$ cat src/rtl/clk_trim_pkg.sv
package clk_trim_pkg;

  typedef enum logic [1:0] {
    FSEL_1HZ  = 2'd0,
    FSEL_512  = 2'd1,
    FSEL_4K   = 2'd2,
    FSEL_32K  = 2'd3
  } freq_sel_e;

  typedef enum logic [1:0] {
    STEP_HOLD = 2'd0,
    STEP_ONE  = 2'd1,
    STEP_TWO  = 2'd2
  } step_e;

  // untrimmed counter taps, clock at 65536 Hz
  localparam int unsigned TAP_512 = 6;
  localparam int unsigned TAP_4K  = 3;
  localparam int unsigned TAP_32K = 0;
  localparam int unsigned RAW_W   = TAP_512 + 1;

endpackage

$ cat src/rtl/trim_code_reg.sv
module trim_code_reg #(
  parameter int unsigned MAG_W = 5
) (
  input  logic             clk_i,
  input  logic             rst_ni,
  input  logic             cal_en_i,
  input  logic             wr_i,
  input  logic [MAG_W-1:0] mag_i,
  input  logic             sign_i,
  output logic [MAG_W-1:0] mag_o,
  output logic             sign_o
);

  always_ff @(posedge clk_i or negedge rst_ni) begin
    if (!rst_ni) begin
      mag_o  <= '0;
      sign_o <= 1'b0;
    end else if (wr_i && cal_en_i) begin
      mag_o  <= mag_i;
      sign_o <= sign_i;
    end
  end

endmodule

$ cat src/rtl/trim_window.sv
module trim_window
  import clk_trim_pkg::*;
#(
  parameter int unsigned MAG_W   = 5,
  parameter int unsigned WIN_CYC = 230400
) (
  input  logic             clk_i,
  input  logic             rst_ni,
  input  logic [MAG_W-1:0] mag_i,
  input  logic             sign_i,
  output step_e            step_o,
  output logic             win_end_o,
  output logic [MAG_W-1:0] pend_o
);

  localparam int unsigned WIN_W = $clog2(WIN_CYC);
  localparam logic [WIN_W-1:0] WIN_LAST = WIN_W'(WIN_CYC - 1);

  logic [WIN_W-1:0] win_q;
  logic [MAG_W-1:0] pend_q;
  logic             psign_q;

  assign win_end_o = (win_q == WIN_LAST);
  assign pend_o    = pend_q;

  always_ff @(posedge clk_i or negedge rst_ni) begin
    if (!rst_ni) win_q <= '0;
    else if (win_end_o) win_q <= '0;
    else win_q <= win_q + 1'b1;
  end

  // window must outlast the largest correction burst
  always_ff @(posedge clk_i or negedge rst_ni) begin
    if (!rst_ni) begin
      pend_q  <= '0;
      psign_q <= 1'b0;
    end else if (win_end_o) begin
      pend_q  <= mag_i;
      psign_q <= sign_i;
    end else if (pend_q != '0) begin
      pend_q  <= pend_q - 1'b1;
    end
  end

  always_comb begin
    if (pend_q == '0) step_o = STEP_ONE;
    else if (psign_q) step_o = STEP_TWO;
    else step_o = STEP_HOLD;
  end

endmodule

$ cat src/rtl/tick_divider.sv
module tick_divider
  import clk_trim_pkg::*;
#(
  parameter int unsigned DIV_W = 16
) (
  input  logic  clk_i,
  input  logic  rst_ni,
  input  step_e step_i,
  output logic  tick_o,
  output logic  sec_phase_o
);

  logic [DIV_W-1:0] cnt_q;
  logic [DIV_W:0]   sum;

  assign sum         = {1'b0, cnt_q} + (DIV_W + 1)'(step_i);
  assign sec_phase_o = cnt_q[DIV_W-1];

  always_ff @(posedge clk_i or negedge rst_ni) begin
    if (!rst_ni) begin
      cnt_q  <= '0;
      tick_o <= 1'b0;
    end else begin
      cnt_q  <= sum[DIV_W-1:0];
      tick_o <= sum[DIV_W];
    end
  end

endmodule

$ cat src/rtl/pin_mux.sv
module pin_mux
  import clk_trim_pkg::*;
(
  input  logic       clk_i,
  input  logic       rst_ni,
  input  logic       cal_en_i,
  input  logic       sqw_en_i,
  input  logic [1:0] freq_sel_i,
  input  logic       alarm_i,
  input  logic       sec_phase_i,
  output logic       tone_o,
  output logic       pin_oe_o
);

  logic [RAW_W-1:0] raw_q;
  logic             tap;
  logic             oe_d;

  always_ff @(posedge clk_i or negedge rst_ni) begin
    if (!rst_ni) raw_q <= '0;
    else raw_q <= raw_q + 1'b1;
  end

  assign tone_o = raw_q[TAP_512];

  always_comb begin
    unique case (freq_sel_e'(freq_sel_i))
      FSEL_1HZ: tap = sec_phase_i;
      FSEL_512: tap = raw_q[TAP_512];
      FSEL_4K:  tap = raw_q[TAP_4K];
      FSEL_32K: tap = raw_q[TAP_32K];
      default:  tap = sec_phase_i;
    endcase
  end

  always_comb begin
    if (cal_en_i) oe_d = ~raw_q[TAP_512];
    else if (sqw_en_i) oe_d = ~tap;
    else oe_d = alarm_i;
  end

  always_ff @(posedge clk_i or negedge rst_ni) begin
    if (!rst_ni) pin_oe_o <= 1'b0;
    else pin_oe_o <= oe_d;
  end

endmodule

$ cat src/rtl/clk_trim_out.sv
module clk_trim_out
  import clk_trim_pkg::*;
#(
  parameter int unsigned DIV_W   = 16,
  parameter int unsigned MAG_W   = 5,
  parameter int unsigned WIN_CYC = 230400
) (
  input  logic             clk_i,
  input  logic             rst_ni,
  input  logic             cal_en_i,
  input  logic             cal_wr_i,
  input  logic [MAG_W-1:0] cal_mag_i,
  input  logic             cal_sign_i,
  input  logic             sqw_en_i,
  input  logic [1:0]       freq_sel_i,
  input  logic             alarm_match_i,
  output logic             tick_1hz_o,
  output logic             pin_oe_o
);

  logic [MAG_W-1:0] mag_q;
  logic             sign_q;
  logic [MAG_W-1:0] pend;
  logic             win_end;
  logic             sec_phase;
  logic             tone;
  step_e            step;

  trim_code_reg #(.MAG_W(MAG_W)) u_code (
    .clk_i   (clk_i),
    .rst_ni  (rst_ni),
    .cal_en_i(cal_en_i),
    .wr_i    (cal_wr_i),
    .mag_i   (cal_mag_i),
    .sign_i  (cal_sign_i),
    .mag_o   (mag_q),
    .sign_o  (sign_q)
  );

  trim_window #(.MAG_W(MAG_W), .WIN_CYC(WIN_CYC)) u_win (
    .clk_i    (clk_i),
    .rst_ni   (rst_ni),
    .mag_i    (mag_q),
    .sign_i   (sign_q),
    .step_o   (step),
    .win_end_o(win_end),
    .pend_o   (pend)
  );

  tick_divider #(.DIV_W(DIV_W)) u_div (
    .clk_i      (clk_i),
    .rst_ni     (rst_ni),
    .step_i     (step),
    .tick_o     (tick_1hz_o),
    .sec_phase_o(sec_phase)
  );

  pin_mux u_pin (
    .clk_i      (clk_i),
    .rst_ni     (rst_ni),
    .cal_en_i   (cal_en_i),
    .sqw_en_i   (sqw_en_i),
    .freq_sel_i (freq_sel_i),
    .alarm_i    (alarm_match_i),
    .sec_phase_i(sec_phase),
    .tone_o     (tone),
    .pin_oe_o   (pin_oe_o)
  );

endmodule

$ cat config.mk
export PLATFORM = sky130hd
export DESIGN_NAME = clk_trim_out
export DESIGN_NICKNAME = d
export VERILOG_FILES = /design/src/rtl/clk_trim_pkg.sv /design/src/rtl/trim_code_reg.sv /design/src/rtl/trim_window.sv /design/src/rtl/tick_divider.sv /design/src/rtl/pin_mux.sv /design/src/rtl/clk_trim_out.sv
export SDC_FILE = /design/constraint.sdc
export NUM_CORES = 1
export LEC_CHECK = 0
export BUFFER_PORTS_ARGS = -buffer_cell sky130_fd_sc_hd__buf_2
export CORE_AREA = 2 2 69 71
export CTS_CLUSTER_SIZE = 25
export DETAILED_ROUTE_END_ITERATION = 10
export DIE_AREA = 0 0 71 73
export GPL_TIMING_DRIVEN = 1
export PLACE_DENSITY = 0.83
export SKIP_LAST_GASP = 1
export SLEW_MARGIN = 20
export SYNTH_ARGS = -nofsm -noshare
export SYNTH_HDL_FRONTEND = slang
export SYNTH_HIERARCHICAL = 1
export SYNTH_SLANG_ARGS = --single-unit
$ cat constraint.sdc
create_clock -name clk_i -period 4.6 [get_ports clk_i]
set_clock_uncertainty 0.1 [all_clocks]
set_input_delay 0.92 -clock clk_i [delete_from_list [all_inputs] [get_ports clk_i]]
set_output_delay 0.92 -clock clk_i [all_outputs]
set_load 0.005 [all_outputs]
==> impl_metrics.ini <==
[status]
outcome = finished, final reports clean

[hold_path]
hold_path.class = reg -> reg

[sta]
max_freq_ghz = 0.341
tightest_slew_ns = 0.770
timing.final.crit_share_pct = 63.8
fin_crit_ns = 2.94
hold_violations = 0
setup_viol = 0
slew_viol_final = 0
relSlewSlack_pct = 48.7
rsz0062_at_grt = false
finalSetupTns_ns = 0

[placed_design]
gp_congestion = 0.767
dp_hpwl_mm = 2.87
dp_cells = 273
portBuffers = 15

[finish]
nNetsFinal = 246
drive_gt1_share_pct = 22.5
final_cells = 281
area_delta_synth_final_pct = 9.54
antennaDiodeCount = 0

[grt]
grt_pass1_vias = 1652
grt-ovfl-total = 0
track_usage_pct = 18.7
grt_max_degree = 30
grt_pass1_wl_mm = 7.42
antenna_found_initial = 0

[clocking]
clk_latency_ns = 0.30
cts.clk_slew.worst_paths_ns = 0.09
cts.sinks = 55
postCtsHoldBufs = 0
cts_resized = 0
cts_max_level = 2
cts_root_buf = clkbuf_8
post-cts-setup-buffer-count = 0
clockBufferDepth = 2
cts_tree = yes
cts_buffers = 5

[power]
vdd_ir_drop_max_mv = 0.213
total_power_mw = 0.852
power_leakage_nw = 1.38
power_density_nw_per_um2 = 303

[drt]
wl_per_cell_um = 14.1
antenna_left = 0
drt_wl_total_mm = 3.96
drt_pass1_iterations = 3
drt_iter0_drc = 69
viasPerCell = 5.41
vias = 1521
drc = 0

[yosys]
synth_area_sq_um = 2570
yosysSeqAreaShare_pct = 53.6
yosys.area.top_type_share_pct = 53.6
syn_area_per_cell_sq_um = 12.5
synth_cells = 205
yosys_warnings = 6
syn-num-nets = 225
yosysTopAreaCell = dfrtp_1
ys_seq_elements = 55
synth_area_leaders = dfrtp_1 (54%), xnor2_1 (8.9%), mux2_4 (6.4%), xor2_1 (3.7%), nor2_1 (2.5%)
synth.distinct_cells = 37

[die]
boundaryPins = 16
die_w_um = 71
core_sq_um = 4540
die_h_um = 73
start_util_pct = 56.7
dieArea_sq_um = 5180
rows = 25

[run]
cap_violations = 0

[critical_path]
worstSetupEndpointType = flop
cp_max_fo = 6
worstPathRequired_ns = 4.70
cp.arrival_ns = 3.03
crit_type = reg -> reg
critPathLaunchType = flop
==> flip-flops by register name, indices dropped and copies added, names as in the netlist <==
signal,count
u_div/cnt_q,16
u_div/tick_o,1
u_code/mag_o,5
u_pin/raw_q,7
u_win/win_q,18
u_pin/pin_oe_o,1
u_win/pend_o,5
u_code/sign_o,1
u_win/psign_q,1
==> metrics by stage <==
stage               hold WS (ns)  instance area [sq um]  utilization, %  setup WS, ns
floorplan                  0.337                   2570               -          1.90
global placement           0.354                   2700            59.5          1.83
detailed placement         0.357                   2700            59.5          1.66
CTS                        0.376                   2820            62.1          1.65
global route               0.396                   2820            62.1          1.53
finish                     0.373                   2820            62.1          1.66
==> where the power goes <==
part / leakage, nW / total, mW / internal [mW] / switching (mW)
clock network: 0.0612 / 0.323 / 0.176 / 0.147
logic: 0.609 / 0.0334 / 0.0180 / 0.0154
registers: 0.708 / 0.496 / 0.491 / 0.00445
total: 1.38 / 0.852 / 0.685 / 0.167
==> cell usage after synthesis (all sizes together) <==
| library cell | instances |
|---|---|
| a211o | 1 |
| a21oi | 2 |
| a31o | 1 |
| and3 | 7 |
| and4 | 1 |
| buf | 2 |
| dfrtp | 55 |
| fa | 1 |
| ha | 5 |
| inv | 13 |
| mux2 | 11 |
| mux2i | 2 |
| mux4 | 1 |
| nand2 | 11 |
| nand3 | 10 |
| nand3b | 1 |
| nand4 | 7 |
| nor2 | 18 |
| nor2b | 2 |
| nor3 | 7 |
| nor3b | 1 |
| nor4 | 5 |
| o21ai | 1 |
| or2 | 1 |
| or2b | 1 |
| or3b | 1 |
| xnor2 | 26 |
| xor2 | 11 |
==> per-layer routing <==
metal / global-route usage (%) / vias to the layer above / share of wire, %
li1: - / 734 / -
met1: 22.8 / 762 / 43
met2: 33.0 / 18 / 53
met3: 4.14 / 7 / 2.3
met4: 6.50 / 0 / 1.6
met5: 0 / - / 0
==> worst max-delay path, stage by stage (launching register included) <==
cell      delay, ns
dfrtp_1        0.42
inv_1          0.08
ha_1           0.18
or3b_4         0.43
nor2_8         0.14
ha_1           0.19
inv_1          0.06
fa_1           0.42
nand3b_4       0.21
nor4_4         0.36
nand3_2        0.11
xnor2_1        0.12
==> placed cells by master, fill, tap and decap left out, types with 2 or more instances in the layout <==
cell type  count
a21oi_1        2
and3_1         5
and3_2         2
buf_2         15
clkbuf_8       6
dfrtp_1       55
ha_1           5
inv_1         13
mux2_4        11
mux2i_1        2
nand2_1       10
nand3_1        8
nand3_2        2
nand4_1        5
nor2_1        17
nor2b_1        2
nor3_1         5
nor3_2         2
nor4_1         3
xnor2_1       26
xor2_1        11
==> final timing paths <==
kind	endpoint	cells past startpoint	slack, ns	start
max	u_div/cnt_q[14]	11	1.66	u_win/pend_o[0]
min in group asynchronous	u_div/cnt_q[14]	1	0.53	rst_ni
min reg2reg	u_div/cnt_q[14]	1	0.37	u_div/cnt_q[14]
min	u_div/cnt_q[14]	1	0.37	u_div/cnt_q[14]
max in group asynchronous	u_div/cnt_q[11]	2	3.11	rst_ni
max reg2reg	u_div/cnt_q[14]	11	1.66	u_win/pend_o[0]
==> cell type report <==
cell class	instances	area [sq um]
clock buffer	6	82.6
tap	54	67.6
timing repair buffer	16	82.6
multi-input combinational	135	1120
inverter	13	48.8
clock inverter	2	35.0
sequential	55	1380
fill	326	1720
==> cell families after synthesis <==
kind of cell	share of synthesized area [%]
AOI/OAI and AO/OA	1.27
xor gates and xnor gates	12.6
adders and majority gates	3.21
buffers and inverters	2.78
DFF	53.6
muxes	8.08
and+or+nand+nor	18.5
(Power assumes the default switching activity.)
